--- src/rtl/svc_key_pkg.sv ---
package svc_key_pkg;

    typedef enum logic {
        STEP_FIRST  = 1'b0,
        STEP_SECOND = 1'b1
    } key_step_e;

    typedef struct packed {
        key_step_e step;
        logic      ok;
        logic      bad;
    } trk_reg_t;

endpackage

--- src/rtl/svc_key_lcg.sv ---
// Combinational next-value function of the key generator.
// When MULT-1 is a power of two, the product becomes a shift plus an add.
module svc_key_lcg #(
    parameter int W    = 16,
    parameter int MULT = 17,
    parameter int INC  = 3
) (
    input  logic [W-1:0] cur_i,
    output logic [W-1:0] nxt_o
);
    localparam logic [W-1:0] MULT_C      = W'(MULT);
    localparam logic [W-1:0] INC_C       = W'(INC);
    localparam bit           SHIFT_FORM  = (MULT > 1) && (((MULT - 1) & (MULT - 2)) == 0);
    localparam int           SH          = (MULT > 1) ? $clog2(MULT - 1) : 0;

    generate
        if (SHIFT_FORM) begin : g_shift_add
            always_comb begin
                nxt_o = (cur_i << SH) + cur_i + INC_C;
            end
        end else begin : g_mult
            always_comb begin
                nxt_o = (cur_i * MULT_C) + INC_C;
            end
        end
    endgenerate
endmodule

--- src/rtl/svc_key_track.sv ---
// Tracks progress through the two-key pair and produces the result pulses.
module svc_key_track
    import svc_key_pkg::*;
(
    input  logic      clk,
    input  logic      rst_n,
    input  logic      try_i,
    input  logic      hit_i,
    input  logic      seed_i,
    output key_step_e step_o,
    output logic      ok_o,
    output logic      bad_o
);
    trk_reg_t trk_d, trk_q;

    always_comb begin
        trk_d      = trk_q;
        trk_d.ok   = 1'b0;
        trk_d.bad  = 1'b0;
        if (seed_i) begin
            trk_d.step = STEP_FIRST;
        end else if (try_i) begin
            if (!hit_i) begin
                trk_d.bad  = 1'b1;
                trk_d.step = STEP_FIRST;
            end else if (trk_q.step == STEP_SECOND) begin
                trk_d.ok   = 1'b1;
                trk_d.step = STEP_FIRST;
            end else begin
                trk_d.step = STEP_SECOND;
            end
        end
    end

    always_ff @(posedge clk) begin
        if (!rst_n) begin
            trk_q <= '{step: STEP_FIRST, ok: 1'b0, bad: 1'b0};
        end else begin
            trk_q <= trk_d;
        end
    end

    assign step_o = trk_q.step;
    assign ok_o   = trk_q.ok;
    assign bad_o  = trk_q.bad;
endmodule

--- src/rtl/svc_key_seq.sv ---
module svc_key_seq
    import svc_key_pkg::*;
#(
    parameter int W    = 16,
    parameter int MULT = 17,
    parameter int INC  = 3
) (
    input  logic         clk,
    input  logic         rst_n,
    input  logic         keyed_en,
    input  logic         wr_en,
    input  logic [W-1:0] wr_data,
    input  logic         seed_ld,
    input  logic [W-1:0] seed_val,
    output logic         svc_ok,
    output logic         key_bad,
    output logic [W-1:0] gen_state
);
    typedef struct packed {
        logic [W-1:0] state;
    } gen_reg_t;

    gen_reg_t     gen_d, gen_q;
    logic [W-1:0] key_exp;
    logic         wr_take;
    logic         key_hit;
    key_step_e    trk_step;

    svc_key_lcg #(.W(W), .MULT(MULT), .INC(INC)) u_lcg (
        .cur_i (gen_q.state),
        .nxt_o (key_exp)
    );

    assign wr_take = wr_en && keyed_en && !seed_ld;
    assign key_hit = (wr_data == key_exp);

    svc_key_track u_track (
        .clk    (clk),
        .rst_n  (rst_n),
        .try_i  (wr_take),
        .hit_i  (key_hit),
        .seed_i (seed_ld),
        .step_o (trk_step),
        .ok_o   (svc_ok),
        .bad_o  (key_bad)
    );

    always_comb begin
        gen_d = gen_q;
        if (seed_ld) begin
            gen_d.state = seed_val;
        end else if (wr_take && key_hit) begin
            gen_d.state = wr_data;
        end
    end

    always_ff @(posedge clk) begin
        if (!rst_n) begin
            gen_q.state <= '0;
        end else begin
            gen_q <= gen_d;
        end
    end

    assign gen_state = gen_q.state;
endmodule

--- config.mk ---
export PLATFORM = sky130hd
export DESIGN_NAME = svc_key_seq
export DESIGN_NICKNAME = d
export VERILOG_FILES = /design/src/rtl/svc_key_pkg.sv /design/src/rtl/svc_key_lcg.sv /design/src/rtl/svc_key_track.sv /design/src/rtl/svc_key_seq.sv
export SDC_FILE = /design/constraint.sdc
export NUM_CORES = 1
export LEC_CHECK = 0
export ABC_AREA = 1
export BUFFER_PORTS_ARGS = -buffer_cell sky130_fd_sc_hd__buf_2
export CAP_MARGIN = 10
export CORE_MARGIN = 8
export CORE_UTILIZATION = 25
export CTS_CLUSTER_SIZE = 8
export DETAILED_ROUTE_END_ITERATION = 8
export SLEW_MARGIN = 20
export SYNTH_ARGS = -nofsm -noshare
export SYNTH_HDL_FRONTEND = slang
export SYNTH_SLANG_ARGS = --single-unit
--- constraint.sdc ---
create_clock -name clk -period 2.2 [get_ports clk]
set_input_delay 0.11 -clock clk [delete_from_list [all_inputs] [get_ports clk]]
set_output_delay 0.11 -clock clk [all_outputs]
set_load 0.05 [all_outputs]
* Word level (Yosys, flattened, before mapping)
Index checks and enable logic that the tools add are counted.
Storage, ports and cells: register bits after elaboration 19, input bits 37, output and inout bits 18, word-level logic and storage cells 24
Cells by class: reduce and logical (&&, ||, !) cells 8, bitwise logic cells 3, multiplexer cells 6, add/sub/neg operators 2, eq/ne operators 1
Operators with widths (count):
- $mux 16 | 2
- $add 16x16->16 | 1
- $add 16x2->16 const B | 1
- $eq 16x16->1 | 1
- $mux 1 | 4
- $reduce_or 4->1 | 1
- $logic_and 1x1->1 | 3
- $not 1->1 | 3
- $reduce_or 3->1 | 1
- $reduce_bool 2->1 | 1
- $reduce_or 2->1 | 1
- $logic_not 1->1 | 1

* Longest topological paths before layout
depth after elaboration 6, mapped depth 17

* Modules after synthesis
Synthesis repeated with hierarchy kept, for this count alone.
Unflattened totals: cells, all modules 444, area, all modules 2369.8 µm²
By module, submodules not included:
- svc_key_seq | cells an instance 274, sequential area each 320.3 µm², times used 1, area each 1455.1 µm²
- svc_key_lcg | cells an instance 156, sequential area each 0.0 µm², times used 1, area each 809.5 µm²
- svc_key_track | cells an instance 14, sequential area each 60.1 µm², times used 1, area each 105.1 µm²

* Least setup slack after synthesis
No wires, ideal clock.
kind register to register, start point reg gen_q (netlist bit gen_state[3]), end point reg gen_q (netlist bit gen_state[13]), path slack -0.493 ns, cell stages (with the launch flop) 15, period minus slack after synthesis 2.693 ns, required time 2.086 ns, arrival 2.578 ns, cells stage by stage dfxtp_1 -> ha_1 -> a21oi_2 -> nor2_1 -> nor2_1 -> nand2_2 -> nand2_1 -> nand2_1 -> nand2_1 -> nand2_2 -> nor3_4 -> nand4_4 -> buf_2 -> o21bai_1 -> nor2_1
On the way: cells in the longest elaborated chain, start to end 5
RTL lines:
- start: declaration | RTL line svc_key_seq.sv:23 | gen_reg_t gen_d, gen_q;
- start signal: assignment | RTL line svc_key_seq.sv:61 | gen_q <= gen_d;
- $add 16x16->16 | RTL line svc_key_lcg.sv:19 | nxt_o = (cur_i << SH) + cur_i + INC_C;
- $add 16x2->16 | RTL line svc_key_lcg.sv:19
- $eq 16x16->1 | RTL line svc_key_seq.sv:35 | assign key_hit = (wr_data == key_exp);
- $logic_and 1x1->1 | RTL line svc_key_seq.sv:52 | end else if (wr_take && key_hit) begin
- $reduce_bool 2->1 (no line)
Every way passes these cells. A chain may end at the register's enable or synchronous reset.

* Worst setup path in the final report
start point reg gen_q (netlist bit gen_state[9]), end point reg gen_q (netlist bit gen_state[4])
The elaborated chain is that of the path after synthesis.

==> key figures <==
Pwr
  – Leak: 1.590 nW
  – Combinational share of power: 46.3%
  – Reg power frac: 32.7%
  – VDD IR max: 0.2803 mV
  – Clock power frac: 21.0%
  – Net Sw Frac: 39.98%
  – Switching pwr: 0.0004709 W
  – Power per cell area: 373.9 nW/um^2
  – Internal power: 0.0007070 W

Timing
  – Slew headroom: 56.93%
  – Fin. max-slew vios: 0
  – Setup TNS: -2890 ps
  – Post-route clock skew: 5.363 ps
  – Setup slack after layout: -199.9 ps
  – Final hold vios: 0
  – Minimum clock period after layout: 2400 ps
  – Post-route clock period utilization: 109.1%
  – Setup violators final: 17
  – Worst-Margin Slew: 645.4 ps
  – Fmax: 416.7 MHz
  – RSZ-0062 raised after global routing: true
  – Hold Worst Slack: 132.8 ps

Route
  – Drt total wl: 6957 um
  – DRT iter0 DRCs: 137
  – Via count: 2429
  – DR pass1 iterations: 4
  – Antenna viol nets, final: 0
  – # DRC: 0
  – Vias per inst: 4.540
  – Routed len/inst: 13.00 um

Critical path
  – Worst setup SP type: register
  – Cells on worst reg2reg path: 14
  – Worst-path fanout max: 6
  – Crit path launch: gen_state[9]
  – WP data required: 2320 ps
  – Critical R2R Launch: gen_state[9]
  – CP arrival: 2520 ps
  – CP Capture Type: register
  – Crit Path Category: register to register

Finish
  – P&R area growth vs syn: 58.76%
  – Design Area, Final: 3151 sq um
  – Share of layout cells above drive strength 1: 43.19%
  – Fin cells: 535
  – Diodes inserted: 0
  – Layout Nets: 483

Synthesis
  – Yosys top cell area share: 26.67%
  – Unique masters post-synth: 28
  – Commonest cells in the netlist: nand2_1, inv_1, nand3_1
  – EDFF count, synth: 0
  – Cell area after synthesis: 1984 sq um
  – Syn_nets: 399
  – Dominant cell type by area after synthesis: nand2_1
  – Synth Register Bits: 19
  – Most used DFF post-synth: dfxtp_1
  – Syn avg cell area: 5.670 sq um
  – Async S/R FF share, synth: 0%
  – Seq/Total Area, Yosys: 19.17%
  – Mapped Cells: 350
  – Most frequent cell after synthesis: nand2_1
  – Warnings, synthesis: 0
  – Largest cells by area after synthesis: nand2_1, dfxtp_1, nand3_1

Clock tree
  – Clk slew on worst S/H paths: 70 ps
  – CTS tree: built
  – Clock latency on the worst-skew pair: 260 ps
  – CTS max path bufs: 2
  – Clk root buf: clkbuf_8
  – CTS Buf Count: 3
  – Htree depth: 1
  – Total clock sinks: 19

Hold path
  – Hold Startpoint: wr_data[13]
  – Hold Path Depth: 3
  – Hold Path Class: input pin to register

Placed design
  – DPL Wire Length: 5313 um
  – IO buf count: 54
  – Final Wtd Congestion: 0.8788
  – Placed cell count: 522
  – Area of placed instances: 2640 sq um

Run status
  – Status: finished, violations left
  – Violated checks: negative setup slack

Floorplan
  – Initial core utilization: 25.68%
  – Site row count: 32
  – Ports: 55
  – Core area: 7727 sq um
  – Die area: 11050 sq um
  – DIE HEIGHT: 105.1 um
  – Die span in x: 105.1 um

Global routing
  – GRT Util Overall: 12.68%
  – Largest net degree at the start of global routing: 31
  – Grt total ovfl: 0
  – First-pass GRT wire length: 11670 um
  – Antenna violations before repair: 0
  – Number of global-route vias before repair: 2515

Run
  – Max-cap violations: 0
layout by cell type (no fill, tap or decap), drive strengths merged:
cell type  instances
a21oi             24
a31oi              1
and2               2
buf               86
clkbuf             4
dfxtp             19
ha                12
inv               46
nand2            150
nand3             36
nand3b             1
nand4              4
nor2              24
nor3               3
o211ai             1
o21ai              6
o21bai             1
xnor2              5
xor2               8
repair_timing:
| item | in CTS | in global routing |
|---|---|---|
| hold buffers | 0 | 0 |
| cloned | 2 | 0 |
| buffers inserted | 7 | 0 |
| endpoints found under the setup margin | 17 | 19 |
| pin swaps | 22 | 16 |
| resized for setup | 53 | 25 |
final cells by class:
| class | instances | area, sq um |
|---|---|---|
| fillers | 797 | 4577 |
| multi-input cells | 278 | 1803 |
| repair buffers | 86 | 573.1 |
| flip-flops and latches | 19 | 429.2 |
| inverters | 46 | 172.7 |
| well taps | 102 | 127.6 |
| clock buffers | 4 | 45.04 |
flip-flops by register name, indices dropped and copies added (netlist names):
signal          flops
u_track.step_o      1
u_track.bad_o       1
u_track.ok_o        1
gen_state          16
power by group through the flow:
stage                     Sequential [W]  Clock (W)  Combinational [W]
after CTS                       0.000385   0.000256           0.000517
final                           0.000385   0.000247           0.000545
after global placement          0.000385          0           0.000458
after global routing            0.000388   0.000277           0.000600
after floorplan                 0.000450          0           0.000243
after detailed placement        0.000386          0           0.000461
cell families (layout without fill, tap and decap cells):
logic type      after synthesis  after routing  share of synthesized area [%]
simple gates                219            220                          48.05
buf+inv                      54            136                          10.66
compound gates               33             33                          8.828
flops                        19             19                          19.17
xor+xnor                     13             13                          5.738
fa+ha+maj                    12             12                          7.566
worst max-delay path, stage by stage (launching register included):
cell and delay [ps]:
dfxtp_4 360, buf_6 120, ha_4 270, buf_4 110, inv_1 40, nor3_1 220, nand2_2 90, nand3b_1 100
nand3_2 100, nor3_4 240, nand4_4 170, buf_6 160, buf_8 130, nand3_1 80, a21oi_2 60
per-layer routing:
metal  GRT usage, %  wire, um  vias to the layer above
met5              0         0                        -
met4          4.485        49                        0
met3          1.474       231                        4
met2          21.63      3431                       43
met1          16.01      3245                     1116
li1               -         -                     1266
path summary, 6_finish.rpt:
path,slack (ps),to
setup / recovery,-200,gen_state[4]
hold / removal,130,gen_state[13]
setup reg to reg,-200,gen_state[4]
hold reg to reg,510,gen_state[15]
metrics by stage:
stage	util, %	worst slack [ps]	power, W
after floorplan	-	-69.26	0.0006936
after global placement	34.16	-159.0	0.0008436
after detailed placement	34.16	-170.4	0.0008466
after CTS	39.51	-79.89	0.001158
after global routing	40.77	-320.0	0.001265
final	40.77	-199.9	0.001178
No activity file was read; power rests on OpenSTA's default activity.
